### src/rtl/dma_xfer_chan.sv
module dma_xfer_chan #(
  parameter int ADDR_W = 20,
  parameter int BUS_W  = 16
) (
  input  logic              clk,
  input  logic              rst_n,
  input  logic              cfg_arm,
  input  logic              cfg_word,
  input  logic              cfg_src_io,
  input  logic              cfg_dst_io,
  input  logic [1:0]        cfg_src_mode,
  input  logic [1:0]        cfg_dst_mode,
  input  logic              ptr_load,
  input  logic [ADDR_W-1:0] ptr_src_in,
  input  logic [ADDR_W-1:0] ptr_dst_in,
  input  logic              ext_req,
  input  logic              int_req,
  input  logic              sw_req,
  output logic              bus_valid,
  input  logic              bus_ready,
  output logic              bus_write,
  output logic              bus_io,
  output logic              bus_word,
  output logic [ADDR_W-1:0] bus_addr,
  output logic [BUS_W-1:0]  bus_wdata,
  input  logic [BUS_W-1:0]  bus_rdata,
  output logic [ADDR_W-1:0] src_ptr,
  output logic [ADDR_W-1:0] dst_ptr,
  output logic              busy,
  output logic              cfg_err,
  output logic              xfer_done
);
  localparam bit WIDE  = (BUS_W == 16);
  localparam int LANES = BUS_W / 8;

  typedef enum logic [2:0] {S_IDLE, S_RD0, S_RD1, S_WR0, S_WR1} state_t;
  state_t state;

  logic       l_word, l_split, l_src_io, l_dst_io;
  logic [1:0] l_src_mode, l_dst_mode;
  logic [15:0] hold;

  logic any_req, start, finish, is_wr;
  logic [7:0] rd_byte, wr_byte;

  assign cfg_err = !WIDE && cfg_word;
  assign any_req = cfg_arm && (ext_req || int_req || sw_req) && !cfg_err;
  assign start   = (state == S_IDLE) && any_req && !ptr_load;
  assign is_wr   = (state == S_WR0) || (state == S_WR1);
  assign finish  = bus_ready && (((state == S_WR0) && !l_split) || (state == S_WR1));

  assign busy      = (state != S_IDLE);
  assign bus_valid = busy;
  assign bus_write = is_wr;
  assign bus_io    = is_wr ? l_dst_io : l_src_io;
  assign bus_word  = l_word && !l_split;
  assign bus_addr  = (state == S_RD1) ? src_ptr + ADDR_W'(1) :
                     (state == S_WR1) ? dst_ptr + ADDR_W'(1) :
                     is_wr            ? dst_ptr : src_ptr;

  assign rd_byte   = (WIDE && bus_addr[0]) ? bus_rdata[BUS_W-1 -: 8] : bus_rdata[7:0];
  assign wr_byte   = (state == S_WR1) ? hold[15:8] : hold[7:0];
  assign bus_wdata = bus_word ? hold[BUS_W-1:0] : {LANES{wr_byte}};

  function automatic logic [ADDR_W-1:0] step_ptr(input logic [ADDR_W-1:0] p,
                                                 input logic [1:0] m, input logic w);
    logic [ADDR_W-1:0] d;
    d = w ? ADDR_W'(2) : ADDR_W'(1);
    case (m)
      2'b01:   return p + d;
      2'b10:   return p - d;
      default: return p;
    endcase
  endfunction

  always_ff @(posedge clk or negedge rst_n) begin
    if (!rst_n) begin
      state      <= S_IDLE;
      l_word     <= 1'b0;
      l_split    <= 1'b0;
      l_src_io   <= 1'b0;
      l_dst_io   <= 1'b0;
      l_src_mode <= 2'b00;
      l_dst_mode <= 2'b00;
      hold       <= '0;
      src_ptr    <= '0;
      dst_ptr    <= '0;
      xfer_done  <= 1'b0;
    end else begin
      xfer_done <= finish;
      case (state)
        S_IDLE: begin
          if (ptr_load) begin
            src_ptr <= ptr_src_in;
            dst_ptr <= ptr_dst_in;
          end else if (start) begin
            state      <= S_RD0;
            l_word     <= cfg_word;
            l_split    <= cfg_word && (src_ptr[0] || dst_ptr[0]);
            l_src_io   <= cfg_src_io;
            l_dst_io   <= cfg_dst_io;
            l_src_mode <= cfg_src_mode;
            l_dst_mode <= cfg_dst_mode;
          end
        end
        S_RD0: if (bus_ready) begin
          if (bus_word) hold <= 16'(bus_rdata);
          else          hold[7:0] <= rd_byte;
          state <= l_split ? S_RD1 : S_WR0;
        end
        S_RD1: if (bus_ready) begin
          hold[15:8] <= rd_byte;
          state      <= S_WR0;
        end
        S_WR0: if (bus_ready) state <= l_split ? S_WR1 : S_IDLE;
        S_WR1: if (bus_ready) state <= S_IDLE;
        default: state <= S_IDLE;
      endcase
      if (finish) begin
        src_ptr <= step_ptr(src_ptr, l_src_mode, l_word);
        dst_ptr <= step_ptr(dst_ptr, l_dst_mode, l_word);
      end
    end
  end

  a_r10_hold_cycle: assert property (@(posedge clk) disable iff (!rst_n)
    bus_valid && !bus_ready |=> bus_valid && $stable(bus_addr) && $stable(bus_io)
      && $stable(bus_word) && $stable(bus_write) && $stable(bus_wdata));

  a_r8_err_no_cycle: assert property (@(posedge clk) disable iff (!rst_n)
    (state == S_IDLE) && cfg_err |=> !bus_valid);

  a_r9_unarmed_idle: assert property (@(posedge clk) disable iff (!rst_n)
    (state == S_IDLE) && !cfg_arm |=> !bus_valid);

  a_r7_word_even: assert property (@(posedge clk) disable iff (!rst_n)
    bus_valid && bus_word |-> !bus_addr[0]);

  a_r5_fetch_first: assert property (@(posedge clk) disable iff (!rst_n)
    $rose(bus_valid) |-> !bus_write);

  a_r3_ptr_quiet: assert property (@(posedge clk) disable iff (!rst_n)
    !finish && !((state == S_IDLE) && ptr_load) |=> $stable(src_ptr) && $stable(dst_ptr));

  a_r11_done_pulse: assert property (@(posedge clk) disable iff (!rst_n)
    xfer_done |=> !xfer_done);
endmodule

### config.mk
export PLATFORM = sky130hd
export DESIGN_NAME = dma_xfer_chan
export DESIGN_NICKNAME = d
export VERILOG_FILES = /design/src/rtl/dma_xfer_chan.sv
export SDC_FILE = /design/constraint.sdc
export NUM_CORES = 1
export LEC_CHECK = 0
export ABC_AREA = 1
export ABC_CLOCK_PERIOD_IN_PS = 4400
export BUFFER_PORTS_ARGS = -buffer_cell sky130_fd_sc_hd__buf_2
export CORE_ASPECT_RATIO = 0.9
export CORE_UTILIZATION = 40
export CTS_CLUSTER_DIAMETER = 40
export DETAILED_ROUTE_END_ITERATION = 7
export GPL_TIMING_DRIVEN = 0
export PLACE_DENSITY_LB_ADDON = 0.12
export SLEW_MARGIN = 20
export SYNTH_ARGS = -nofsm -noshare
export SYNTH_HDL_FRONTEND = slang
export SYNTH_SLANG_ARGS = --single-unit
### constraint.sdc
create_clock -name clk -period 4.4 [get_ports clk]
set_input_delay 0.44 -clock clk [delete_from_list [all_inputs] [get_ports clk]]
set_output_delay 0.44 -clock clk [all_outputs]
set_load 0.05 [all_outputs]
Word level (Yosys, flattened, before mapping)

Index checks and enable logic that the tools add are counted.

Bits in registers: 68
Latch bits: 0
Bits in writable memories: 0
Memory bits (read-only): 0
Bits of input ports: 71
Output and inout bits: 83
Logic and storage cells: 91
Memories kept: 0

Add/sub/neg operators: 6
Multiply operators: 0
Div/mod/pow operators: 0
$lt $le $gt $ge: 0
Eq/ne operators: 17
Shift-type cells: 0
Muxes and demuxes: 30
Bitwise operators: 1
Reduce and logical (&&, ||, !) cells: 25

Operators with widths:

| operator              | number |
|---|---|
| $mux 20               | 9 |
| $pmux 20 s2           | 2 |
| $add 20x1->20 const B | 2 |
| $mux 8                | 5 |
| $mux 16               | 2 |
| $mux 3                | 7 |
| $add 20x2->20         | 1 |
| $add 20x20->20        | 1 |
| $sub 20x2->20         | 1 |
| $sub 20x20->20        | 1 |
| $pmux 8 s2            | 1 |
| $pmux 3 s5            | 1 |
| $ne 2x2->1 const B    | 7 |
| $reduce_and 3->1      | 3 |
| $logic_and 1x1->1     | 7 |
| $eq 3x2->1 const B    | 2 |
| $ne 3x1->1 const B    | 2 |
| $reduce_and 6->1      | 1 |
| $reduce_bool 2->1     | 3 |
| $logic_or 1x1->1      | 5 |
| $eq 2x1->1 const B    | 2 |
| $eq 2x2->1 const B    | 2 |
| $reduce_and 4->1      | 1 |
| $eq 3x1->1 const B    | 1 |
| 8 further kinds       | 10 |

Longest topological paths before layout

Gate-level depths: netlist (run 1).

Word-level depth: 9
Mapped depth: 20

Worst setup path before layout (run 1)

OpenSTA, ideal clock, no wires.

Path type: register -> output
From: register src_ptr[2]
To: output bus_addr[17]
Data arrival time: 2,802 ps
Path slack: 1,158 ps
Cell stages (with the launch flop): 8
Path buffers: 0
Cells stage by stage: dfrtp_1 > inv_1 > nor3_1 > nand2_1 > nor2_1 > nand3_1 > xor2_1 > o21ai_0

Cells in the longest elaborated chain, start to end: 2

RTL lines:

| what                   | line | source |
|---|---|---|
| start, declared        | 27   | `output logic [ADDR_W-1:0] src_ptr,` |
| start signal, assigned | 94   | `src_ptr <= ptr_src_in;` |
| start signal, assigned | 120  | `src_ptr <= step_ptr(src_ptr, l_src_mode, l_word);` |
| $add 20x1->20          | 57   | `assign bus_addr = (state == S_RD1) ? src_ptr + ADDR_W'(1) :` |
| $mux 20                | 57   |  |
| end, declared          | 24   | `output logic [ADDR_W-1:0] bus_addr,` |

Every way passes these cells.

Final worst setup path (run 1)

From: register l_dst_mode[0]
To: register dst_ptr[15]

Cells in the longest elaborated chain, start to end: 3
Elaborated cells on any way between the ends: 6
Those cells by class: eq/ne (3); mux (2); reduce/logical (1)

RTL lines:

| what                                                         | line | source |
|---|---|---|
| start, declared                                              | 40   | `logic [1:0] l_src_mode, l_dst_mode;` |
| start signal, assigned                                       | 103  | `l_dst_mode <= cfg_dst_mode;` |
| $eq 2x2->1 or $eq 2x1->1 (tied branches)                     | 69   | `case (m)` |
| $ne 3x1->1 (no source line) or $pmux 20 s2 (tied branches)   | n/a  |  |
| $reduce_and 3->1 (no source line) or $mux 20 (tied branches) | n/a  |  |
| end signal, assigned                                         | 95   | `dst_ptr <= ptr_dst_in;` |
| end signal, assigned                                         | 121  | `dst_ptr <= step_ptr(dst_ptr, l_dst_mode, l_word);` |
| end, declared                                                | 28   | `output logic [ADDR_W-1:0] dst_ptr,` |

Parallel ways exist; a longest one is shown, timed or not.
A chain may end at the register's enable or synchronous reset.

==> results of run 1 <==
worst max-delay path: stages (launching register included):
cell	delay, ns
sky130_fd_sc_hd__dfrtp_1	0.36
sky130_fd_sc_hd__inv_1	0.10
sky130_fd_sc_hd__nand2_1	0.14
sky130_fd_sc_hd__buf_2	0.24
sky130_fd_sc_hd__buf_1	0.46
sky130_fd_sc_hd__nor2_1	0.15
sky130_fd_sc_hd__ha_1	0.31
sky130_fd_sc_hd__nand2_1	0.05
sky130_fd_sc_hd__nand2_1	0.06
sky130_fd_sc_hd__nand2_1	0.05
sky130_fd_sc_hd__nand2_1	0.16
sky130_fd_sc_hd__nand2_1	0.10
sky130_fd_sc_hd__o21ai_0	0.38
sky130_fd_sc_hd__nand2_1	0.15
sky130_fd_sc_hd__nand3_1	0.10
sky130_fd_sc_hd__nand3_1	0.11
sky130_fd_sc_hd__nand2_1	0.09
sky130_fd_sc_hd__o21ai_0	0.08
layout by cell type, fill, tap and decap left out, types with 3 or more instances in the layout:
cell type	synthesis	routed
sky130_fd_sc_hd__nand2_1	407	407
sky130_fd_sc_hd__nor2_1	163	163
sky130_fd_sc_hd__buf_2	13	163
sky130_fd_sc_hd__inv_1	127	127
sky130_fd_sc_hd__nand3_1	108	108
sky130_fd_sc_hd__o21ai_0	91	91
sky130_fd_sc_hd__dfrtp_1	68	68
sky130_fd_sc_hd__a21oi_1	43	43
sky130_fd_sc_hd__clkbuf_1	29	30
sky130_fd_sc_hd__xor2_1	25	25
sky130_fd_sc_hd__o211ai_1	23	23
sky130_fd_sc_hd__a41oi_1	23	23
sky130_fd_sc_hd__a31oi_1	21	21
sky130_fd_sc_hd__nor3_1	13	13
sky130_fd_sc_hd__o22ai_1	12	12
sky130_fd_sc_hd__nand4_1	10	10
sky130_fd_sc_hd__clkbuf_16	0	9
sky130_fd_sc_hd__buf_1	6	6
sky130_fd_sc_hd__buf_4	5	6
sky130_fd_sc_hd__ha_1	6	6
sky130_fd_sc_hd__clkinv_1	5	5
sky130_fd_sc_hd__inv_2	5	5
sky130_fd_sc_hd__xnor2_1	3	3
sky130_fd_sc_hd__a22oi_1	3	3
cell type report:
cell class / instances / share of cell area
multi-input combinational: 971 / 0.543
sequential: 68 / 0.202
timing repair buffer: 152 / 0.0933
inverter: 137 / 0.0611
tap: 235 / 0.0349
buffer: 55 / 0.0305
clock buffer: 10 / 0.0272
clock inverter: 6 / 0.00773
registers in the layout, summed over array words and instances (netlist names):
signal and count:
dst_ptr 20, src_ptr 20, hold 16, state 3
l_dst_mode 2, l_src_mode 2, l_dst_io 1, l_split 1
l_src_io 1, l_word 1, xfer_done 1
worst max path at each step:
stage | to | cells past startpoint | slack [ns] | from
2_1_floorplan | bus_addr[17] | 7 | 1.16 | src_ptr[2]$_DFFE_PN0P_
3_3_place_gp | dst_ptr[15]$_DFFE_PN0P_ | 17 | 1.24 | l_dst_mode[0]$_DFFE_PN0P_
3_5_place_dp | dst_ptr[15]$_DFFE_PN0P_ | 17 | 1.23 | l_dst_mode[0]$_DFFE_PN0P_
4_1_cts | bus_addr[18] | 10 | 1.17 | src_ptr[1]$_DFFE_PN0P_
5_1_grt | dst_ptr[15]$_DFFE_PN0P_ | 17 | 0.87 | l_dst_mode[0]$_DFFE_PN0P_
6_report | dst_ptr[15]$_DFFE_PN0P_ | 17 | 1.19 | l_dst_mode[0]$_DFFE_PN0P_
logic make-up (layout without fill, tap and decap cells):
group | count (synthesis) | count (layout) | share of synthesized area
simple gates | 708 | 708 | 0.406
buf+inv | 192 | 360 | 0.109
flops | 68 | 68 | 0.241
other cells | 1 | 1 | 0.000532
xor+xnor | 28 | 28 | 0.0348
compound gates | 226 | 226 | 0.191
fa+ha+maj | 8 | 8 | 0.0163
synthesized netlist by cell type (2+ instances only):
| cell | instances | area, um^2 |
|---|---|---|
| sky130_fd_sc_hd__o221ai_1 | 2 | 17.5 |
| sky130_fd_sc_hd__o21ai_0 | 91 | 455 |
| sky130_fd_sc_hd__o211ai_1 | 23 | 173 |
| sky130_fd_sc_hd__clkinv_1 | 5 | 18.8 |
| sky130_fd_sc_hd__dfrtp_1 | 68 | 1700 |
| sky130_fd_sc_hd__fa_1 | 2 | 40.0 |
| sky130_fd_sc_hd__buf_4 | 5 | 37.5 |
| sky130_fd_sc_hd__a22oi_1 | 3 | 22.5 |
| sky130_fd_sc_hd__buf_6 | 2 | 22.5 |
| sky130_fd_sc_hd__nand4_1 | 10 | 62.6 |
| sky130_fd_sc_hd__buf_2 | 13 | 65.1 |
| sky130_fd_sc_hd__nand3_1 | 108 | 541 |
| sky130_fd_sc_hd__o22ai_1 | 12 | 75.1 |
| sky130_fd_sc_hd__buf_1 | 6 | 22.5 |
| sky130_fd_sc_hd__nand2_2 | 2 | 12.5 |
| sky130_fd_sc_hd__clkbuf_1 | 29 | 109 |
| sky130_fd_sc_hd__nor2_1 | 163 | 612 |
| sky130_fd_sc_hd__xnor2_1 | 3 | 26.3 |
| sky130_fd_sc_hd__xor2_1 | 25 | 219 |
| sky130_fd_sc_hd__inv_2 | 5 | 18.8 |
| sky130_fd_sc_hd__a21oi_1 | 43 | 215 |
| sky130_fd_sc_hd__ha_1 | 6 | 75.1 |
| sky130_fd_sc_hd__inv_1 | 127 | 477 |
| sky130_fd_sc_hd__nand2_1 | 407 | 1530 |
| sky130_fd_sc_hd__a31oi_1 | 21 | 131 |
| sky130_fd_sc_hd__o21ai_1 | 2 | 10.0 |
| sky130_fd_sc_hd__a41oi_1 | 23 | 201 |
| sky130_fd_sc_hd__nor3_1 | 13 | 65.1 |
routing by layer:
layer,part of all wire,vias up,track usage
li1,-,4364,-
met1,0.45,4002,0.458
met2,0.44,396,0.507
met3,0.079,55,0.0441
met4,0.029,0,0.119
met5,0,-,0
stage by stage:
stage,instance area [um^2],hold WS [ns],util,cells,setup WS (ns)
after floorplan,7050,0.144,-,1231,1.16
after global placement,8100,0.457,0.475,1617,1.24
after detailed placement,8130,0.392,0.476,1618,1.23
after CTS,8420,0.0214,0.494,1634,1.17
after global routing,8420,0.0421,0.494,1634,0.870
final,8420,0.0102,0.494,1634,1.19
==> metrics.txt, run 1 <==
kind of start point of the critical path register; library cell used as clock root buffer sky130_fd_sc_hd__clkbuf_16; initial cell density of the core 0.413; final routed wire length divided by cell count 17.6 um; number of buffers inserted during clock tree synthesis 9; synthesized cell area 7050 um^2; Net Count, Synth 1,310; x dimension of the die 142 um; Crit Reg-Reg Endpoint dst_ptr[15]$_DFFE_PN0P_; Max-Cap Viols 0; number of warnings reported in the yosys synthesis log 0; via count of the first global-routing pass 7,988; share of synthesized registers carrying an async set or reset 1.00; instance count of the mapped netlist 1,231; Gates resized, CTS repair 0; # fillers 1,893; Critical Setup Path Class register to register; I/O Pins 154; endpoint class of the critical path register; EDFF count, synth 0; count of hold buffers inserted by post-cts repair 0; sequential standard cell area 1700 um^2; y dimension of the die 128 um; aggregate global routing overflow 0; n_diodes 0; final max-slew violation count 0; TritonCTS clock tree done; post-synth cell types 40; footprint of the multi-input gates 4580 um^2; summed negative setup slack over all endpoints 0 ns; number of nets at the end of the flow 1,473; crit share post-route 0.730; result of the run finished clean; transition at the pin with the smallest max-transition slack 0.965 ns; number of vias in the routed layout 8,817; total wire length 28.8 mm; arrival time at the worst endpoint 3.43 ns; # Post-CTS Setup Buffers 0; DR vias/cell 5.40; R2R depth 17; GP Congestion 0.993; num rows 45; first-pass GRT wire length 44.8 mm; clock slew at the register clock pins of the worst setup and hold paths 0.06 ns; die footprint 18,200 um^2; FF-to-FF Start l_dst_mode[0]$_DFFE_PN0P_; number of register bits inferred by synthesis 68; core region area 17,100 um^2; main flop type after synthesis sky130_fd_sc_hd__dfrtp_1; maximum count of clock buffers along a single path 2; critical-path maximum fanout 10; register-to-register path setup slack 1.19 ns; headroom to the max-slew limit 0.352; upper clock frequency limit 0.311 GHz; final setup violation count 0; count of endpoints failing hold in the final timing report 0; number of DRC violations after detailed routing 0; fraction of final layout cells with drive strength greater than 1 0.140; hold crit path type input port to async pin; maximum level of the CTS H-tree 3; largest net degree at the start of global routing 43; shortest period the worst path allows 3.21 ns; total track usage 0.326; antenna violations before repair 0; count of TritonRoute iterations in the first routing pass 5; final worst clock skew 0.00903 ns; setup repair after global routing missed its margin no; number of buffers added on ports 151; Iter 0 DRT Violations 750; synthesized area divided by synthesized cell count 5.73 um^2; Seq/Total Area, Yosys 0.241; Area Overhead vs Synth 19.5%; Antenna Violating Nets Remaining 0; source-to-sink clock delay at the later pin of the worst-skew pair 0.35 ns; required time worst endpoint 4.62 ns; Detail Placement HPWL 22.5 mm; Sink Count 68
Power of run 1 is not shown: default switching activity piles up to over one toggle a cycle in this logic, so the estimate is an artifact.
==> run 2: changes to the inputs <==
- ABC_CLOCK_PERIOD_IN_PS: 4400 -> 2900
- clock period: 4.4 -> 2.9 ns (I/O delays scaled with it)
==> metrics.txt, run 2 (same netlist as run 1, synthesis figures left out) <==
die footprint 18,200 um^2 (unchanged); setup repair after global routing missed its margin no; transition at the pin with the smallest max-transition slack 0.870 ns (-0.0945 ns); TritonCTS clock tree done; I/O Pins 154 (unchanged); Iter 0 DRT Violations 815 (+8.7%); crit share post-route 0.958; number of nets at the end of the flow 1,476 (+0.20%); first-pass GRT wire length 44.2 mm (-1.2%); n_diodes 0 (unchanged); initial cell density of the core 0.413 (unchanged); Area Overhead vs Synth 21.4%; x dimension of the die 142 um (unchanged); core region area 17,100 um^2 (unchanged); maximum count of clock buffers along a single path 2 (unchanged); final max-slew violation count 0 (unchanged); antenna violations before repair 0 (unchanged); maximum level of the CTS H-tree 3 (unchanged); number of vias in the routed layout 8,825 (+0.091%); library cell used as clock root buffer sky130_fd_sc_hd__clkbuf_16; count of endpoints failing hold in the final timing report 0 (unchanged); final setup violation count 0 (unchanged); DR vias/cell 5.39 (about the same); via count of the first global-routing pass 8,026 (+0.48%); Max-Cap Viols 0 (unchanged); required time worst endpoint 2.61 ns (-2.01 ns); largest registers ranked by flip-flop count dst_ptr x20, src_ptr x20, hold x16; Critical Setup Path Class register to output pin; fraction of final layout cells with drive strength greater than 1 0.171 (+0.0305); source-to-sink clock delay at the later pin of the worst-skew pair 0.35 ns (about the same); most frequent cells in the layout 406 x sky130_fd_sc_hd__nand2_1, 158 x sky130_fd_sc_hd__buf_2, 157 x sky130_fd_sc_hd__nor2_1; Detail Placement HPWL 22.2 mm (-1.5%); largest net degree at the start of global routing 45 (+4.7%); post-route standard cell area excluding fillers 8560 um^2 (+1.6%); endpoint class of the critical path output pin; result of the run finished clean; most frequent standard cell in the layout excluding fill and tap cells sky130_fd_sc_hd__nand2_1; final routed wire length divided by cell count 17.2 um (-2.4%); total track usage 0.318 (-0.00722); hold crit path type input port to register; y dimension of the die 128 um (unchanged); number of buffers added on ports 151 (unchanged); total wire length 28.1 mm (-2.2%); shortest period the worst path allows 2.78 ns; number of buffers inserted during clock tree synthesis 9 (unchanged); count of TritonRoute iterations in the first routing pass 6 (+1); Sink Count 68 (unchanged); aggregate global routing overflow 0 (unchanged); critical-path maximum fanout 10 (unchanged); headroom to the max-slew limit 0.415 (+0.0635); Antenna Violating Nets Remaining 0 (unchanged); clock slew at the register clock pins of the worst setup and hold paths 0.06 ns (about the same); kind of start point of the critical path register; placed cell area 8140 um^2 (+0.15%); number of DRC violations after detailed routing 0 (unchanged); num rows 45 (unchanged); arrival time at the worst endpoint 2.49 ns (-0.94 ns); upper clock frequency limit 0.360 GHz; final worst clock skew 0.00740 ns (-0.00163 ns); GP Congestion 1.01 (+1.8%)
run 2: worst paths after layout:
path / from / to / slack (ns) / depth (start not counted)
worst min register to register: l_dst_io$_DFFE_PN0P_ / l_dst_io$_DFFE_PN0P_ / 0.49 / 2
worst max register to register: state[2]$_DFFE_PN0P_ / dst_ptr[18]$_DFFE_PN0P_ / 0.17 / 10
min in group asynchronous: rst_n / hold[11]$_DFFE_PN0P_ / 0.40 / 2
max in group asynchronous: rst_n / src_ptr[2]$_DFFE_PN0P_ / 1.92 / 3
worst min-delay path: cfg_src_io / l_src_io$_DFFE_PN0P_ / 0.15 / 3
worst max-delay path: state[1]$_DFFE_PN0P_ / bus_addr[8] / 0.12 / 6
run 2: per-layer routing:
metal	vias to the layer above	wire length (um)	GRT usage
met3	47	1680	0.0527
met5	-	0	0
li1	4374	-	-
met2	317	12400	0.492
met4	0	752	0.106
met1	4087	13300	0.450
run 2: cell type report:
type	count	area, um^2
fillers	1890	8500
multi-input cells	971	4650
flip-flops and latches	68	1720
repair buffers	160	858
inverters	137	522
well taps	235	294
plain buffers	50	250
clock buffers	9	225
clock inverters	6	42.5
run 2: stage by stage:
stage,utilization,instances,setup WS [ns],setup TNS (ns),hold slack (ns)
floorplan,-,1231,0.00889,0,-0.00559
global placement,0.475,1617,-0.332,-1.73,0.468
detailed placement,0.477,1618,-0.278,-1.30,0.239
CTS,0.494,1631,0.00838,0,0.140
global route,0.502,1636,0.0155,0,0.152
finish,0.502,1636,0.123,0,0.147
run 2: repair_timing:
| item | CTS | global route |
|---|---|---|
| resized for setup | 10 | 41 |
| hold endpoints to repair | 24 | 0 |
| setup buffers | 0 | 7 |
| hold buffers | 1 | 0 |
| setup endpoints to repair | 25 | 34 |
run 2: worst max-delay path, stage by stage, from the launching register on:
cell                       delay [ns]
sky130_fd_sc_hd__dfrtp_1         0.43
sky130_fd_sc_hd__nand3_1         0.20
sky130_fd_sc_hd__clkbuf_1        0.40
sky130_fd_sc_hd__clkbuf_2        0.33
sky130_fd_sc_hd__o211ai_1        0.13
sky130_fd_sc_hd__a31oi_1         0.33
sky130_fd_sc_hd__buf_2           0.33
Power of run 2 is left out for the same reason.
==> run 3: changes to the inputs <==
- REMOVE_ABC_BUFFERS: default -> 1
==> metrics.txt, run 3 (same netlist as run 1, synthesis figures left out) <==
Antenna Violating Nets Remaining 0 (unchanged); DR vias/cell 5.47 (+1.3%); source-to-sink clock delay at the later pin of the worst-skew pair 0.35 ns (about the same); Area Overhead vs Synth 24.4%; transition at the pin with the smallest max-transition slack 1.06 ns (+0.191 ns); Iter 0 DRT Violations 671 (-18%); placed cell area 7970 um^2 (-2.1%); Critical Setup Path Class register to output pin; y dimension of the die 128 um (unchanged); Detail Placement HPWL 18.9 mm (-15%); final worst clock skew 0.00790 ns (+0.000503 ns); upper clock frequency limit 0.361 GHz (+0.30%); TritonCTS clock tree done; total wire length 26.5 mm (-5.9%); first-pass GRT wire length 40.7 mm (-8.1%); GP Congestion 0.912 (-9.8%); critical-path maximum fanout 6 (-4); core region area 17,100 um^2 (unchanged); shortest period the worst path allows 2.77 ns (-0.00825 ns); final routed wire length divided by cell count 16.4 um (-4.7%); number of nets at the end of the flow 1,454 (-1.5%); most frequent cells in the layout 401 x sky130_fd_sc_hd__nand2_1, 157 x sky130_fd_sc_hd__nor2_1, 145 x sky130_fd_sc_hd__buf_2; setup repair after global routing missed its margin no; num rows 45 (unchanged); initial cell density of the core 0.413 (unchanged); Max-Cap Viols 0 (unchanged); final max-slew violation count 0 (unchanged); die footprint 18,200 um^2 (unchanged); most frequent standard cell in the layout excluding fill and tap cells sky130_fd_sc_hd__nand2_1; I/O Pins 154 (unchanged); post-route standard cell area excluding fillers 8770 um^2 (+2.5%); Crit Reg-Reg Endpoint src_ptr[3]$_DFFE_PN0P_; kind of start point of the critical path register; largest registers ranked by flip-flop count dst_ptr x20, src_ptr x20, hold x16; number of DRC violations after detailed routing 0 (unchanged); x dimension of the die 142 um (unchanged); register-to-register path setup slack 0.16 ns (about the same); aggregate global routing overflow 0 (unchanged); maximum count of clock buffers along a single path 2 (unchanged); n_diodes 0 (unchanged); Sink Count 68 (unchanged); footprint of the multi-input gates 4840 um^2 (+4.2%); clock slew at the register clock pins of the worst setup and hold paths 0.06 ns (about the same); number of buffers added on ports 152 (+0.66%); crit path capture bus_addr[12]; FF-to-FF Start state[0]$_DFFE_PN0P_; # fillers 1,797 (-4.9%); count of TritonRoute iterations in the first routing pass 6 (unchanged); via count of the first global-routing pass 7,559 (-5.8%); endpoint class of the critical path output pin; required time worst endpoint 2.61 ns (about the same); count of endpoints failing hold in the final timing report 0 (unchanged); summed negative setup slack over all endpoints 0 ns (unchanged); total track usage 0.287 (-0.0317); largest net degree at the start of global routing 48 (+6.7%); headroom to the max-slew limit 0.290 (-0.125); library cell used as clock root buffer sky130_fd_sc_hd__clkbuf_16; timing startpoint of the critical path src_ptr[1]$_DFFE_PN0P_; R2R depth 11 (+1); cell count of the worst hold path 3 (unchanged); fraction of final layout cells with drive strength greater than 1 0.188 (+0.0178); result of the run finished clean; crit share post-route 0.955 (-0.00285); antenna violations before repair 0 (unchanged); arrival time at the worst endpoint 2.48 ns (about the same); hold crit path type input port to register; sequential standard cell area 1720 um^2 (+0.22%); number of buffers inserted during clock tree synthesis 9 (unchanged); maximum level of the CTS H-tree 3 (unchanged); number of vias in the routed layout 8,828 (+0.034%); final setup violation count 0 (unchanged)
==> run 3: cell count changes in the layout (fill, tap and decap cells not counted), moves of 5 or more <==
cell,previous run,this run
sky130_fd_sc_hd__buf_2,158,145
sky130_fd_sc_hd__buf_4,17,24
sky130_fd_sc_hd__clkbuf_1,22,0
sky130_fd_sc_hd__clkbuf_2,5,0
sky130_fd_sc_hd__inv_1,127,122
sky130_fd_sc_hd__nand2_1,406,401
==> run 3: how the worst min path moves through the flow <==
stage,start,end,slack [ns]
after floorplan,rst_n,dst_ptr[0]$_DFFE_PN0P_,-0.006
after global placement,l_dst_io$_DFFE_PN0P_,l_dst_io$_DFFE_PN0P_,0.46
after detailed placement,rst_n,hold[4]$_DFFE_PN0P_,0.28
after CTS,cfg_src_io,l_src_io$_DFFE_PN0P_,0.15
after global routing,cfg_src_io,l_src_io$_DFFE_PN0P_,0.15
final,cfg_src_io,l_src_io$_DFFE_PN0P_,0.15
==> run 3: per-stage QoR <==
step / worst slack (ns) / hold slack, ns / cells / util
final: 0.132 / 0.147 / 1615 / 0.514
after global routing: 0.00785 / 0.154 / 1615 / 0.514
after CTS: 0.00264 / 0.147 / 1597 / 0.498
after detailed placement: -1.85 / 0.281 / 1570 / 0.467
after global placement: -4.01 / 0.464 / 1563 / 0.460
after floorplan: -1.61 / -0.00559 / 1176 / -
==> run 3: critical path, cell delays in order (launching register included) <==
cell and delay (ns):
sky130_fd_sc_hd__dfrtp_2 0.43, sky130_fd_sc_hd__ha_1 0.23, sky130_fd_sc_hd__nand3_2 0.13, sky130_fd_sc_hd__nor2_4 0.14, sky130_fd_sc_hd__nand4_1 0.19, sky130_fd_sc_hd__inv_1 0.13
sky130_fd_sc_hd__nand3_1 0.14, sky130_fd_sc_hd__xor2_1 0.17, sky130_fd_sc_hd__nor2_1 0.05, sky130_fd_sc_hd__a31oi_1 0.26, sky130_fd_sc_hd__buf_4 0.26
==> run 3: layout make-up <==
class / count / area share
clock inverter: 7 / 0.00870
multi-input combinational: 977 / 0.552
timing repair buffer: 181 / 0.121
tap: 235 / 0.0335
sequential: 68 / 0.196
inverter: 137 / 0.0618
timing repair inverter: 1 / 0.000571
clock buffer: 9 / 0.0257
==> run 3: repair_timing <==
action	CTS	global route
setup buffers	5	16
gates resized for setup	36	38
hold buffers	1	0
gates cloned	5	2
endpoints found under the setup margin	79	47
endpoints found under the hold margin	32	0
pin swaps	4	6
==> run 3: routing by layer <==
layer	track usage	share of wire	routed length, um
met2	0.447	0.43	11500
met4	0.0601	0.012	308
met1	0.422	0.48	12800
met5	0	0	0
met3	0.0362	0.073	1930
Power of run 3 is left out for the same reason.
